[src/rtl/explorer_pkg.sv]
package explorer_pkg;
  typedef struct packed {
    logic       capture;     // latch counts and costs of the finished trial
    logic       accClr;      // first energy term replaces the accumulator
    logic       accEn;       // accumulator takes a term this cycle
    logic [1:0] termSel;     // 0 hit term, 1 miss term, 2 static term
    logic       timeMetric;  // figure of merit is the cycle count
    logic       loadRun;     // running best takes the current figure
    logic       loadFirst;   // this load is a pass baseline
    logic       loadEnergy;  // store energy result
    logic       loadTime;    // store speed result
  } ctlStrobes_t;
endpackage

[src/rtl/explorer_datapath.sv]
module explorer_datapath
  import explorer_pkg::*;
#(
  parameter int CNT_W    = 16,
  parameter int COST_W   = 8,
  parameter int ENERGY_W = CNT_W + COST_W + 2
) (
  input  logic                clk,
  input  logic                rstN,
  input  ctlStrobes_t         ctl,
  input  logic [CNT_W-1:0]    hitCount,
  input  logic [CNT_W-1:0]    missCount,
  input  logic [CNT_W-1:0]    cycleCount,
  input  logic [COST_W-1:0]   hitCost,
  input  logic [COST_W-1:0]   missCost,
  input  logic [COST_W-1:0]   staticCost,
  output logic                better,
  output logic [ENERGY_W-1:0] bestEnergyVal,
  output logic [ENERGY_W-1:0] bestTimeVal
);
  logic [CNT_W-1:0]    hitR, missR, cycR;
  logic [COST_W-1:0]   hitCostR, missCostR, staticCostR;
  logic [CNT_W-1:0]    mulA;
  logic [COST_W-1:0]   mulB;
  logic [ENERGY_W-1:0] product, acc, metric, runBest;

  always_comb begin
    unique case (ctl.termSel)
      2'd0:    begin mulA = hitR;  mulB = hitCostR;    end
      2'd1:    begin mulA = missR; mulB = missCostR;   end
      default: begin mulA = cycR;  mulB = staticCostR; end
    endcase
  end

  assign product = {{(ENERGY_W-CNT_W){1'b0}}, mulA} * {{(ENERGY_W-COST_W){1'b0}}, mulB};
  assign metric  = ctl.timeMetric ? {{(ENERGY_W-CNT_W){1'b0}}, cycR} : acc;
  assign better  = metric < runBest;

  always_ff @(posedge clk) begin
    if (!rstN) begin
      hitR <= '0; missR <= '0; cycR <= '0;
      hitCostR <= '0; missCostR <= '0; staticCostR <= '0;
      acc <= '0; runBest <= '0; bestEnergyVal <= '0; bestTimeVal <= '0;
    end else begin
      if (ctl.capture) begin
        hitR <= hitCount; missR <= missCount; cycR <= cycleCount;
        hitCostR <= hitCost; missCostR <= missCost; staticCostR <= staticCost;
      end
      if (ctl.accEn) acc <= ctl.accClr ? product : acc + product;
      if (ctl.loadRun) runBest <= metric;
      if (ctl.loadEnergy) bestEnergyVal <= runBest;
      if (ctl.loadTime) bestTimeVal <= runBest;
    end
  end

  // a kept step must strictly lower the running best
  p_best_drops_r5: assert property (@(posedge clk) disable iff (!rstN)
    (ctl.loadRun && !ctl.loadFirst) |=> (runBest < $past(runBest)));

  // the energy figure is built from exactly three terms, hit term first
  p_term_order_r3: assert property (@(posedge clk) disable iff (!rstN)
    (ctl.accEn && ctl.accClr) |-> (ctl.termSel == 2'd0));
endmodule

[src/rtl/explorer_ctrl.sv]
module explorer_ctrl
  import explorer_pkg::*;
#(
  parameter int NUM_SIZE  = 3,
  parameter int NUM_LINE  = 3,
  parameter int NUM_ASSOC = 3,
  parameter int FW        = 2,
  parameter int CFG_W     = 3 * FW + 1
) (
  input  logic             clk,
  input  logic             rstN,
  input  logic             start,
  input  logic             trialDone,
  input  logic             better,
  output ctlStrobes_t      ctl,
  output logic             trialStart,
  output logic [CFG_W-1:0] cfgOut,
  output logic             done,
  output logic [CFG_W-1:0] bestEnergyCfg,
  output logic [CFG_W-1:0] bestTimeCfg
);
  typedef enum logic [3:0] {
    S_IDLE, S_LAUNCH, S_WAIT, S_MUL0, S_MUL1, S_MUL2, S_DECIDE, S_FINISH, S_DONE
  } state_t;

  state_t         state;
  logic [FW-1:0]  cur [4];
  logic [1:0]     paramIdx;
  logic           timePass, baseline, lastParam, canStep;
  logic [CFG_W-1:0] cfgWord;

  function automatic int optCount(input logic [1:0] idx);
    case (idx)
      2'd0:    return NUM_SIZE;
      2'd1:    return NUM_LINE;
      2'd2:    return NUM_ASSOC;
      default: return 2;
    endcase
  endfunction

  for (genvar g = 0; g < 3; g++) begin : g_pack
    assign cfgWord[g*FW +: FW] = cur[g];
  end
  assign cfgWord[3*FW] = cur[3][0];

  assign lastParam = timePass ? (paramIdx == 2'd2) : (paramIdx == 2'd3);
  assign canStep   = (int'(cur[paramIdx]) + 1) < optCount(paramIdx);

  always_comb begin
    ctl            = '0;
    ctl.capture    = (state == S_WAIT) && trialDone;
    ctl.accEn      = (state == S_MUL0) || (state == S_MUL1) || (state == S_MUL2);
    ctl.accClr     = (state == S_MUL0);
    ctl.termSel    = (state == S_MUL1) ? 2'd1 : (state == S_MUL2) ? 2'd2 : 2'd0;
    ctl.timeMetric = timePass;
    ctl.loadRun    = (state == S_DECIDE) && (baseline || better);
    ctl.loadFirst  = baseline;
    ctl.loadEnergy = (state == S_FINISH) && !timePass;
    ctl.loadTime   = (state == S_FINISH) && timePass;
  end

  assign trialStart = (state == S_LAUNCH);
  assign done       = (state == S_DONE);
  assign cfgOut     = cfgWord;

  always_ff @(posedge clk) begin
    if (!rstN) begin
      state <= S_IDLE;
      for (int i = 0; i < 4; i++) cur[i] <= '0;
      paramIdx <= '0; timePass <= 1'b0; baseline <= 1'b0;
      bestEnergyCfg <= '0; bestTimeCfg <= '0;
    end else begin
      unique case (state)
        S_IDLE, S_DONE: if (start) begin
          for (int i = 0; i < 4; i++) cur[i] <= '0;
          paramIdx <= '0; timePass <= 1'b0; baseline <= 1'b1;
          state <= S_LAUNCH;
        end
        S_LAUNCH: state <= S_WAIT;
        S_WAIT:   if (trialDone) state <= timePass ? S_DECIDE : S_MUL0;
        S_MUL0:   state <= S_MUL1;
        S_MUL1:   state <= S_MUL2;
        S_MUL2:   state <= S_DECIDE;
        S_DECIDE: begin
          if (baseline) begin
            baseline <= 1'b0;
            paramIdx <= timePass ? 2'd1 : 2'd0;
            cur[timePass ? 1 : 0] <= FW'(1);
            state <= S_LAUNCH;
          end else if (better && canStep) begin
            cur[paramIdx] <= cur[paramIdx] + FW'(1);
            state <= S_LAUNCH;
          end else begin
            if (!better) cur[paramIdx] <= cur[paramIdx] - FW'(1);
            if (lastParam) state <= S_FINISH;
            else begin
              paramIdx <= paramIdx + 2'd1;
              cur[paramIdx + 2'd1] <= FW'(1);
              state <= S_LAUNCH;
            end
          end
        end
        S_FINISH: begin
          if (!timePass) begin
            bestEnergyCfg <= cfgWord;
            timePass <= 1'b1; baseline <= 1'b1;
            cur[1] <= '0; cur[2] <= '0; cur[3] <= '0;
            state <= S_LAUNCH;
          end else begin
            bestTimeCfg <= cfgWord;
            cur[0] <= bestEnergyCfg[FW-1:0];
            cur[1] <= bestEnergyCfg[2*FW-1:FW];
            cur[2] <= bestEnergyCfg[3*FW-1:2*FW];
            cur[3] <= FW'(bestEnergyCfg[3*FW]);
            state <= S_DONE;
          end
        end
        default: state <= S_IDLE;
      endcase
    end
  end

  p_trial_pulse_r2: assert property (@(posedge clk) disable iff (!rstN)
    trialStart |=> !trialStart);

  p_cfg_hold_r2: assert property (@(posedge clk) disable iff (!rstN)
    (state == S_WAIT) |-> $stable(cfgOut));

  p_wp_off_r7: assert property (@(posedge clk) disable iff (!rstN)
    (timePass && state != S_DONE) |-> !cfgOut[3*FW]);

  p_size_fixed_r7: assert property (@(posedge clk) disable iff (!rstN)
    (timePass && $past(timePass)) |-> $stable(cfgOut[FW-1:0]));

  p_done_hold_r8: assert property (@(posedge clk) disable iff (!rstN)
    (done && !start) |=> (done && $stable(cfgOut)));
endmodule

[src/rtl/cache_explorer.sv]
module cache_explorer
  import explorer_pkg::*;
#(
  parameter int NUM_SIZE  = 3,
  parameter int NUM_LINE  = 3,
  parameter int NUM_ASSOC = 3,
  parameter int CNT_W     = 16,
  parameter int COST_W    = 8,
  localparam int FW       = 2,
  localparam int CFG_W    = 3 * FW + 1,
  localparam int ENERGY_W = CNT_W + COST_W + 2
) (
  input  logic                clk,
  input  logic                rstN,
  input  logic                start,
  input  logic                trialDone,
  input  logic [CNT_W-1:0]    hitCount,
  input  logic [CNT_W-1:0]    missCount,
  input  logic [CNT_W-1:0]    cycleCount,
  input  logic [COST_W-1:0]   hitCost,
  input  logic [COST_W-1:0]   missCost,
  input  logic [COST_W-1:0]   staticCost,
  output logic                trialStart,
  output logic [CFG_W-1:0]    cfgOut,
  output logic                done,
  output logic [CFG_W-1:0]    bestEnergyCfg,
  output logic [ENERGY_W-1:0] bestEnergyVal,
  output logic [CFG_W-1:0]    bestTimeCfg,
  output logic [ENERGY_W-1:0] bestTimeVal
);
  ctlStrobes_t ctl;
  logic        better;

  explorer_ctrl #(
    .NUM_SIZE(NUM_SIZE), .NUM_LINE(NUM_LINE), .NUM_ASSOC(NUM_ASSOC),
    .FW(FW), .CFG_W(CFG_W)
  ) i_ctrl (
    .clk(clk), .rstN(rstN), .start(start), .trialDone(trialDone),
    .better(better), .ctl(ctl), .trialStart(trialStart), .cfgOut(cfgOut),
    .done(done), .bestEnergyCfg(bestEnergyCfg), .bestTimeCfg(bestTimeCfg)
  );

  explorer_datapath #(
    .CNT_W(CNT_W), .COST_W(COST_W), .ENERGY_W(ENERGY_W)
  ) i_dp (
    .clk(clk), .rstN(rstN), .ctl(ctl),
    .hitCount(hitCount), .missCount(missCount), .cycleCount(cycleCount),
    .hitCost(hitCost), .missCost(missCost), .staticCost(staticCost),
    .better(better), .bestEnergyVal(bestEnergyVal), .bestTimeVal(bestTimeVal)
  );
endmodule

[config.mk]
export PLATFORM = sky130hd
export DESIGN_NAME = cache_explorer
export DESIGN_NICKNAME = d
export VERILOG_FILES = /design/src/rtl/explorer_pkg.sv /design/src/rtl/explorer_datapath.sv /design/src/rtl/explorer_ctrl.sv /design/src/rtl/cache_explorer.sv
export SDC_FILE = /design/constraint.sdc
export NUM_CORES = 1
export LEC_CHECK = 0
export CAP_MARGIN = 10
export CORE_ASPECT_RATIO = 0.6
export CORE_MARGIN = 2
export CORE_UTILIZATION = 40
export DETAILED_ROUTE_END_ITERATION = 10
export PLACE_DENSITY_LB_ADDON = 0.12
export REMOVE_ABC_BUFFERS = 1
export SLEW_MARGIN = 25
export SYNTH_ARGS = -nofsm -noshare
export SYNTH_HDL_FRONTEND = slang
export SYNTH_SLANG_ARGS = --single-unit
[constraint.sdc]
create_clock -name clk -period 7.3 [get_ports clk]
set_clock_uncertainty 0.2 [all_clocks]
set_input_delay 1.46 -clock clk [delete_from_list [all_inputs] [get_ports clk]]
set_output_delay 1.46 -clock clk [all_outputs]
set_load 0.05 [all_outputs]
==> results.json, run 1 <==
{
  "r2r_slack_ns": 0.20,
  "ys_ff_latch": 208,
  "fin_setup_tns_ns": 0,
  "post-route-period-util_pct": 97.3,
  "r2r_end": "i_dp.acc[21]",
  "ys.flop_type": "dfxtp_1",
  "track_usage_pct": 22.4,
  "grt_max_degree": 100,
  "crit_type": "reg2reg",
  "layout.cells.non_filler": 2512,
  "numCtsBuffers": 22,
  "syn-cell-area_um2": 14300,
  "area_delta_synth_final_pct": 31.6,
  "drv_cap": 0,
  "cp.arrival_ns": 7.34,
  "drive_above_1_share_pct": 18.0,
  "async_flop_share_pct": 0,
  "antenna_left": 0,
  "hold_path_class": "reg2reg",
  "synth_top_area_share_pct": 28.1,
  "die_w_um": 248,
  "dp_cells": 2451,
  "rows": 53,
  "hold_ws_ns": 0.253,
  "cpPeakStageDelay_ns": 0.54,
  "cp-endpoint": "i_dp.acc[21]",
  "path_clk_slew_ns": 0.07,
  "drt-total-wl_mm": 42.5,
  "critPathRequiredTime_ns": 7.54,
  "tightest_slew_ns": 1.00,
  "numClockSinks": 208,
  "synth.avg_cell_area_um2": 8.07,
  "synthCells": 1775,
  "drc": 0,
  "synthTopCellsByArea": "dfxtp_1 (28%), fa_1 (12%), ha_1 (9.0%)",
  "start_util_pct": 40.7,
  "overflow": 0,
  "maxSlewHeadroom_pct": 32.8,
  "synth_common_cells": "nand2_1 (342), dfxtp_1 (201), a21oi_1 (200)",
  "vias_per_cell": 5.24,
  "powerDensity_nw_per_um2": 168,
  "clock_latency_ns": 0.54,
  "fin_area_um2": 18800,
  "grt_pass1_wl_mm": 66.9,
  "dpl-instance-area_um2": 17200,
  "post-route-util_pct": 53.6,
  "pre_cts_slack_ns": -0.279,
  "port_buffers": 150,
  "worstSetupEndpointType": "flip-flop",
  "drv_slew": 0,
  "crit_slowest_cell": "fa_1",
  "place.gp.congestion": 0.915,
  "fin_ws_ns": 0.201,
  "core_um2": 35100,
  "total_power_mw": 3.16,
  "synth_edf_count": 7,
  "crit_top_cell": "fa_1",
  "leakage_nw": 7.66,
  "synth_cell_type_count": 79,
  "die_y_um": 151,
  "rsz0062_at_grt": "true",
  "nNetsFinal": 2293,
  "peakVddDrop_mv": 0.164,
  "rr_worst_depth": 31,
  "firstDrtPassIters": 5,
  "dpl.hpwl_mm": 31.4,
  "ctsHoldBuffers": 0,
  "grt_pass1_vias": 12700,
  "drt_iter0_drc": 775,
  "htree_levels": 1,
  "startpoint_type": "flip-flop",
  "reg2reg_from": "i_ctrl.state[2]",
  "crit_fanout": 7,
  "ctsLongestPathBuffers": 3,
  "fmax_mhz": 141,
  "num_vias": 13200,
  "die_area_um2": 37400,
  "yosysWarnings": 0,
  "io-pin-count": 151,
  "hold_viol_final": 0,
  "status": "completed",
  "crit_path_start": "i_ctrl.state[2]",
  "num_antenna_cells": 0,
  "antenna_found_initial": 0,
  "setup_viol": 0,
  "yosysMostFrequentCell": "nand2_1",
  "yosysSeqAreaShare_pct": 29.6,
  "cts_tree": "yes",
  "wl_per_cell_um": 16.9,
  "yosys.area.top_type": "dfxtp_1",
  "cts_root_buffer": "clkbuf_16",
  "fin_crit_ns": 7.10
}
-- layout make-up --
cell class	count	area, µm²
clock inverters	10	82.6
clock buffers	30	642
inverters	136	515
fillers	3316	16300
multi-input cells	1342	9860
well taps	467	584
repair buffers	319	2910
flip-flops and latches	208	4240
-- placed cells by master, fill, tap and decap left out, types with 11 or more instances in the layout --
cell / instances
a21o_1: 23
a21oi_1: 187
a21oi_2: 15
buf_4: 153
clkbuf_16: 23
clkdlybuf4s50_1: 150
dfxtp_1: 199
fa_1: 83
ha_1: 90
inv_1: 130
mux2_2: 16
mux2i_1: 31
nand2_1: 338
nand2b_1: 12
nand3_1: 17
nor2_1: 179
nor2b_1: 15
nor3_1: 19
o21ai_0: 23
o21ai_1: 21
o21ai_4: 11
o22a_1: 21
or2_2: 13
xnor2_1: 16
-- cells by family after synthesis --
family,after synthesis,synth area share [%]
AO/OA/AOI/OAI,407,17.8
XOR/XNOR,32,1.96
buffers and inverters,225,6.29
adder cells (fa/ha/maj),188,20.9
multiplexers,49,3.74
flip-flops,208,29.6
AND/OR/NAND/NOR,666,19.7
-- worst min path at each step --
stage | from | endpoint | slack (ns) | cells past startpoint
2_1_floorplan | i_dp.hitCostR[6] | i_dp.hitCostR[6] | 0.23 | 2
3_3_place_gp | i_dp.bestEnergyVal[3] | i_dp.bestEnergyVal[3] | 0.24 | 2
3_5_place_dp | i_dp.hitCostR[6] | i_dp.hitCostR[6] | 0.25 | 2
4_1_cts | i_dp.hitR[4] | i_dp.hitR[4] | 0.26 | 2
5_1_grt | i_dp.bestEnergyVal[2] | i_dp.bestEnergyVal[2] | 0.27 | 2
6_report | i_dp.bestTimeVal[22] | i_dp.bestTimeVal[22] | 0.25 | 2
-- report_power, final --
group	switching, mW	leakage [nW]	internal (mW)
clock network	0.501	0.354	0.652
logic	0.453	5.61	0.312
registers	0.0511	1.70	1.19
total	1.00	7.66	2.16
-- layer usage --
metal	up-vias	track usage [%]	share of wire [%]
met2	287	33.6	42
met4	0	3.57	1.3
li1	6475	-	-
met3	34	3.76	5.2
met5	-	0	0
met1	6356	34.0	51
-- flip-flops by register name (all words and copies together) (netlist names), 7 cells and up, named ones only --
signal	cells
i_ctrl.bestTimeCfg	7
i_dp.bestTimeVal	26
i_dp.bestEnergyVal	26
i_dp.acc	26
i_dp.missR	16
i_dp.staticCostR	8
i_dp.runBest	26
i_dp.hitCostR	8
i_dp.missCostR	8
i_ctrl.cur	8
i_dp.cycR	16
i_dp.hitR	16
i_ctrl.bestEnergyCfg	7
-- what timing repair did --
action                                  4_1_cts  5_1_grt
endpoints found under the setup margin       10       13
gates resized for setup                      14      139
pin swaps                                     4       71
gates cloned                                  1        0
setup buffers                                 3       16
-- worst max-delay path: cells and delay by family, from the launching register on --
kind,cells,cell delay [ns]
xor gates and xnor gates,2,0.24
DFF,1,0.31
adders and majority gates,6,2.58
and+or+nand+nor,7,1.09
AOI/OAI and AO/OA,8,1.53
buffers and inverters,8,1.02
No activity file was read; power rests on OpenSTA's default activity.
==> inputs of run 2 (changes only) <==
--- a/config.mk
+++ b/config.mk
@@ -8,7 +8,7 @@
 export CAP_MARGIN = 10
 export CORE_ASPECT_RATIO = 0.6
 export CORE_MARGIN = 2
-export CORE_UTILIZATION = 40
+export CORE_UTILIZATION = 50
 export DETAILED_ROUTE_END_ITERATION = 10
 export PLACE_DENSITY_LB_ADDON = 0.12
 export REMOVE_ABC_BUFFERS = 1
==> results.json, run 2 (synthesized netlist as in run 1, its figures left out) <==
{
  "status": "completed",
  "cts_tree": "yes",
  "path_delay_family": "adder cells",
  "htree_levels": 1,
  "core_um2": 27900,
  "wl_per_cell_um": 16.9,
  "worstSetupEndpointType": "flip-flop",
  "track_usage_pct": 27.0,
  "startpoint_type": "flip-flop",
  "numCtsBuffers": 22,
  "antenna_left": 0,
  "fin_crit_ns": 7.07,
  "grt_pass1_vias": 12700,
  "post-route-util_pct": 65.9,
  "maxSlewHeadroom_pct": 32.7,
  "cts_root_buffer": "clkbuf_16",
  "post-route-period-util_pct": 96.8,
  "final-seq-area_um2": 4240,
  "hold_path_class": "reg2reg",
  "crit_fanout": 14,
  "io-pin-count": 151,
  "num_antenna_cells": 0,
  "crit_type": "reg2reg",
  "die_area_um2": 30100,
  "fmax_mhz": 141,
  "critPathRequiredTime_ns": 7.56,
  "powerDensity_nw_per_um2": 174,
  "hold_ws_ns": 0.252,
  "drc": 0,
  "rows": 47,
  "vias_per_cell": 5.50,
  "drt_iter0_drc": 984,
  "nNetsFinal": 2292,
  "area_delta_synth_final_pct": 28.2,
  "path_clk_slew_ns": 0.06,
  "antenna_found_initial": 0,
  "final_cell_mix": "nand2_1 (338), dfxtp_1 (198), a21oi_1 (192)",
  "peakVddDrop_mv": 0.178,
  "port_buffers": 150,
  "drv_slew": 0,
  "overflow": 0,
  "start_util_pct": 51.4,
  "cpPeakStageDelay_ns": 0.52,
  "grt_pass1_wl_mm": 65.6,
  "die_y_um": 135,
  "place.gp.congestion": 0.932,
  "path_buf_inv": 6,
  "leakage_nw": 7.58,
  "grt_max_degree": 99,
  "total_power_mw": 3.20,
  "dpl.hpwl_mm": 30.6,
  "drv_cap": 0,
  "num_vias": 13200,
  "hold_viol_final": 0,
  "crit_slowest_cell": "fa_1",
  "dp_cells": 2344,
  "clock_latency_ns": 0.53,
  "tightest_slew_ns": 1.01,
  "final_common_cell": "nand2_1",
  "drt-total-wl_mm": 40.7,
  "numClockSinks": 208,
  "fin_setup_tns_ns": 0,
  "crit_top_cell": "fa_1",
  "firstDrtPassIters": 5,
  "layout.cells.non_filler": 2410,
  "multi_input_area_um2": 9540,
  "drive_above_1_share_pct": 15.9,
  "setup_viol": 0,
  "die_w_um": 222,
  "ctsLongestPathBuffers": 3,
  "fill_cells": 2408,
  "cp.arrival_ns": 7.33
}
==> run 2: area by class of cell <==
type,count,area share [%]
tap,367,2.50
inverter,136,2.81
sequential,208,23.1
clock buffer,30,3.44
multi-input combinational,1342,51.9
clock inverter,9,0.709
timing repair buffer,318,15.5
==> run 2: worst reg2reg max path, stage by stage (launching register included) <==
cell and delay (ns):
dfxtp_2 0.33, nor2b_4 0.17, nor2b_4 0.20, buf_6 0.14, buf_12 0.14, buf_4 0.16
nor2_1 0.06, or3_4 0.42, or2_2 0.33, fa_1 0.50, fa_1 0.49, inv_1 0.05
fa_1 0.52, inv_1 0.05, fa_1 0.52, inv_1 0.04, ha_1 0.34, nand2_2 0.12
o21ai_0 0.12, or3_1 0.35, a21oi_2 0.18, xnor2_2 0.12, ha_1 0.31, nor2_1 0.05
o41a_1 0.45, o21a_1 0.22, o21ai_1 0.20, mux2i_1 0.21
==> run 2: worst paths after layout <==
| check | from | endpoint | slack [ns] | depth (start not counted) |
|---|---|---|---|---|
| worst max-delay path | i_ctrl.state[2] | i_dp.acc[24] | 0.23 | 27 |
| worst min-delay path | i_dp.bestEnergyVal[18] | i_dp.bestEnergyVal[18] | 0.25 | 2 |
| worst max register to register | i_ctrl.state[2] | i_dp.acc[24] | 0.23 | 27 |
| worst min register to register | i_dp.bestEnergyVal[18] | i_dp.bestEnergyVal[18] | 0.25 | 2 |
==> run 2: timing repair <==
item                                    in CTS  in global routing
hold endpoints to repair                     0                  0
cloned                                       0                  1
pin swaps                                    3                 42
hold buffers                                 0                  0
endpoints found under the setup margin      11                 12
gates resized for setup                     22                 77
buffers inserted                             2                 24
==> run 2: metal layers <==
layer  share of wire [%]  global-route usage, %  up-vias
met1                  48                   39.3     6325
met5                   0                      0        -
li1                    -                      -     6480
met3                 8.6                   5.94       46
met2                  42                   41.5      397
met4                 1.5                   4.88        0
==> run 2: per-stage QoR <==
stage	setup WS (ns)	cell area, µm²
floorplan	-1.72	13900
global placement	-0.148	17000
detailed placement	-0.401	17000
CTS	-0.0176	17800
global route	-0.0635	18400
finish	0.232	18400
==> run 2: power by group <==
group,internal (mW),switching (mW)
Combinational,0.305,0.446
Sequential,1.19,0.0475
Clock,0.715,0.492
Total,2.21,0.985
==> inputs of run 3 (changes only) <==
--- a/config.mk
+++ b/config.mk
@@ -5,10 +5,13 @@
 export SDC_FILE = /design/constraint.sdc
 export NUM_CORES = 1
 export LEC_CHECK = 0
+export ABC_AREA = 0
 export CAP_MARGIN = 10
 export CORE_ASPECT_RATIO = 0.6
 export CORE_MARGIN = 2
 export CORE_UTILIZATION = 50
+export CTS_BUF_LIST = sky130_fd_sc_hd__clkbuf_2
+export CTS_CLUSTER_DIAMETER = 80
 export DETAILED_ROUTE_END_ITERATION = 10
 export PLACE_DENSITY_LB_ADDON = 0.12
 export REMOVE_ABC_BUFFERS = 1
==> results.json, run 3 (synthesized netlist as in run 1, its figures left out) <==
{
  "cts_root_buffer": "clkbuf_2",
  "port_buffers": 150,
  "start_util_pct": 51.4,
  "nNetsFinal": 2312,
  "core_um2": 27900,
  "ctsLongestPathBuffers": 3,
  "fmax_mhz": 141,
  "startpoint_type": "flip-flop",
  "pre_cts_slack_ns": -0.401,
  "die_y_um": 135,
  "hold_path_class": "reg2reg",
  "num_vias": 13400,
  "drive_above_1_share_pct": 16.9,
  "post-route-period-util_pct": 96.9,
  "powerDensity_nw_per_um2": 154,
  "vias_per_cell": 5.45,
  "maxSlewHeadroom_pct": 32.9,
  "critPathRequiredTime_ns": 7.90,
  "wl_per_cell_um": 16.6,
  "hold_ws_ns": 0.260,
  "drv_cap": 0,
  "drt-total-wl_mm": 40.6,
  "cp.arrival_ns": 7.67,
  "track_usage_pct": 27.2,
  "leakage_nw": 7.48,
  "tightest_slew_ns": 1.01,
  "path_buf_inv": 6,
  "dpl.hpwl_mm": 30.6,
  "fill_cells": 2475,
  "area_delta_synth_final_pct": 25.4,
  "drc": 0,
  "die_area_um2": 30100,
  "fin_ws_ns": 0.229,
  "hold_viol_final": 0,
  "rows": 47,
  "final-seq-area_um2": 4240,
  "antenna_found_initial": 2,
  "clock_latency_ns": 0.91,
  "die_w_um": 222,
  "worstSetupEndpointType": "flip-flop",
  "numCtsBuffers": 49,
  "cts_tree": "yes",
  "path_clk_slew_ns": 0.12,
  "final_cell_mix": "nand2_1 (338), dfxtp_1 (197), a21oi_1 (192)",
  "drv_slew": 0,
  "grt_pass1_vias": 12900,
  "grt_pass1_wl_mm": 65.8,
  "fin_crit_ns": 7.07,
  "drt_iter0_drc": 928,
  "setup_viol": 0,
  "io-pin-count": 151,
  "path_delay_family": "adder cells",
  "peakVddDrop_mv": 0.155,
  "grt_max_degree": 99,
  "multi_input_area_um2": 9520,
  "overflow": 0,
  "numClockSinks": 208,
  "crit_top_cell": "fa_1",
  "dp_cells": 2344,
  "htree_levels": 2,
  "crit_slowest_cell": "fa_1",
  "crit_fanout": 15,
  "final_common_cell": "nand2_1",
  "crit_type": "reg2reg",
  "status": "completed",
  "fin_setup_tns_ns": 0,
  "ctsHoldBuffers": 0,
  "cpPeakStageDelay_ns": 0.56,
  "place.gp.congestion": 0.932,
  "firstDrtPassIters": 5,
  "antenna_left": 0,
  "rsz0062_at_grt": "true",
  "total_power_mw": 2.76,
  "layout.cells.non_filler": 2453
}
==> run 3: final cells by class <==
type,count,share of cell area (%)
Multi-Input combinational cell,1342,53.1
Sequential cell,208,23.6
Timing Repair Buffer,311,15.5
Inverter,136,2.87
Tap cell,367,2.56
Clock buffer,68,1.90
Clock inverter,20,0.488
Antenna cell,1,0.0139
==> run 3: stage by stage <==
| stage | util (%) | area, µm² |
|---|---|---|
| 3_5_place_dp | 60.9 | 17000 |
| 4_1_cts | 62.8 | 17500 |
| 3_3_place_gp | 60.9 | 17000 |
| 6_report | 64.4 | 18000 |
| 5_1_grt | 64.4 | 18000 |
| 2_1_floorplan | - | 13900 |
==> run 3: tightest hold or removal path: cells and delay by family, from the launching register on <==
family	cells	cell delay [ns]
simple gates	1	0.05
compound gates	1	0.05
flops	1	0.32
==> run 3: metal layers <==
| layer | track usage (%) | vias up | wire [µm] |
|---|---|---|---|
| met2 | 41.1 | 420 | 17000 |
| met5 | 0 | - | 13 |
| met4 | 5.37 | 2 | 486 |
| li1 | - | 6538 | - |
| met1 | 39.2 | 6373 | 19800 |
| met3 | 7.09 | 46 | 3330 |
==> run 3: what timing repair did <==
item,CTS,global route
buffers inserted,0,20
setup endpoints to repair,11,12
pin swaps,2,37
gates resized for setup,22,70
==> run 3: report_power, final <==
part / switching [mW] / internal [mW]
registers: 0.0478 / 1.19
clock network: 0.513 / 0.257
logic: 0.447 / 0.300
total: 1.01 / 1.75
==> run 3: final timing paths <==
kind                                              from                     end  slack, ns  cells after the start
worst min-delay path            i_dp.bestEnergyVal[20]  i_dp.bestEnergyVal[20]       0.26                      2
worst min register to register  i_dp.bestEnergyVal[20]  i_dp.bestEnergyVal[20]       0.26                      2
worst max-delay path                   i_ctrl.state[1]            i_dp.acc[23]       0.23                     28
worst max register to register         i_ctrl.state[1]            i_dp.acc[23]       0.23                     28
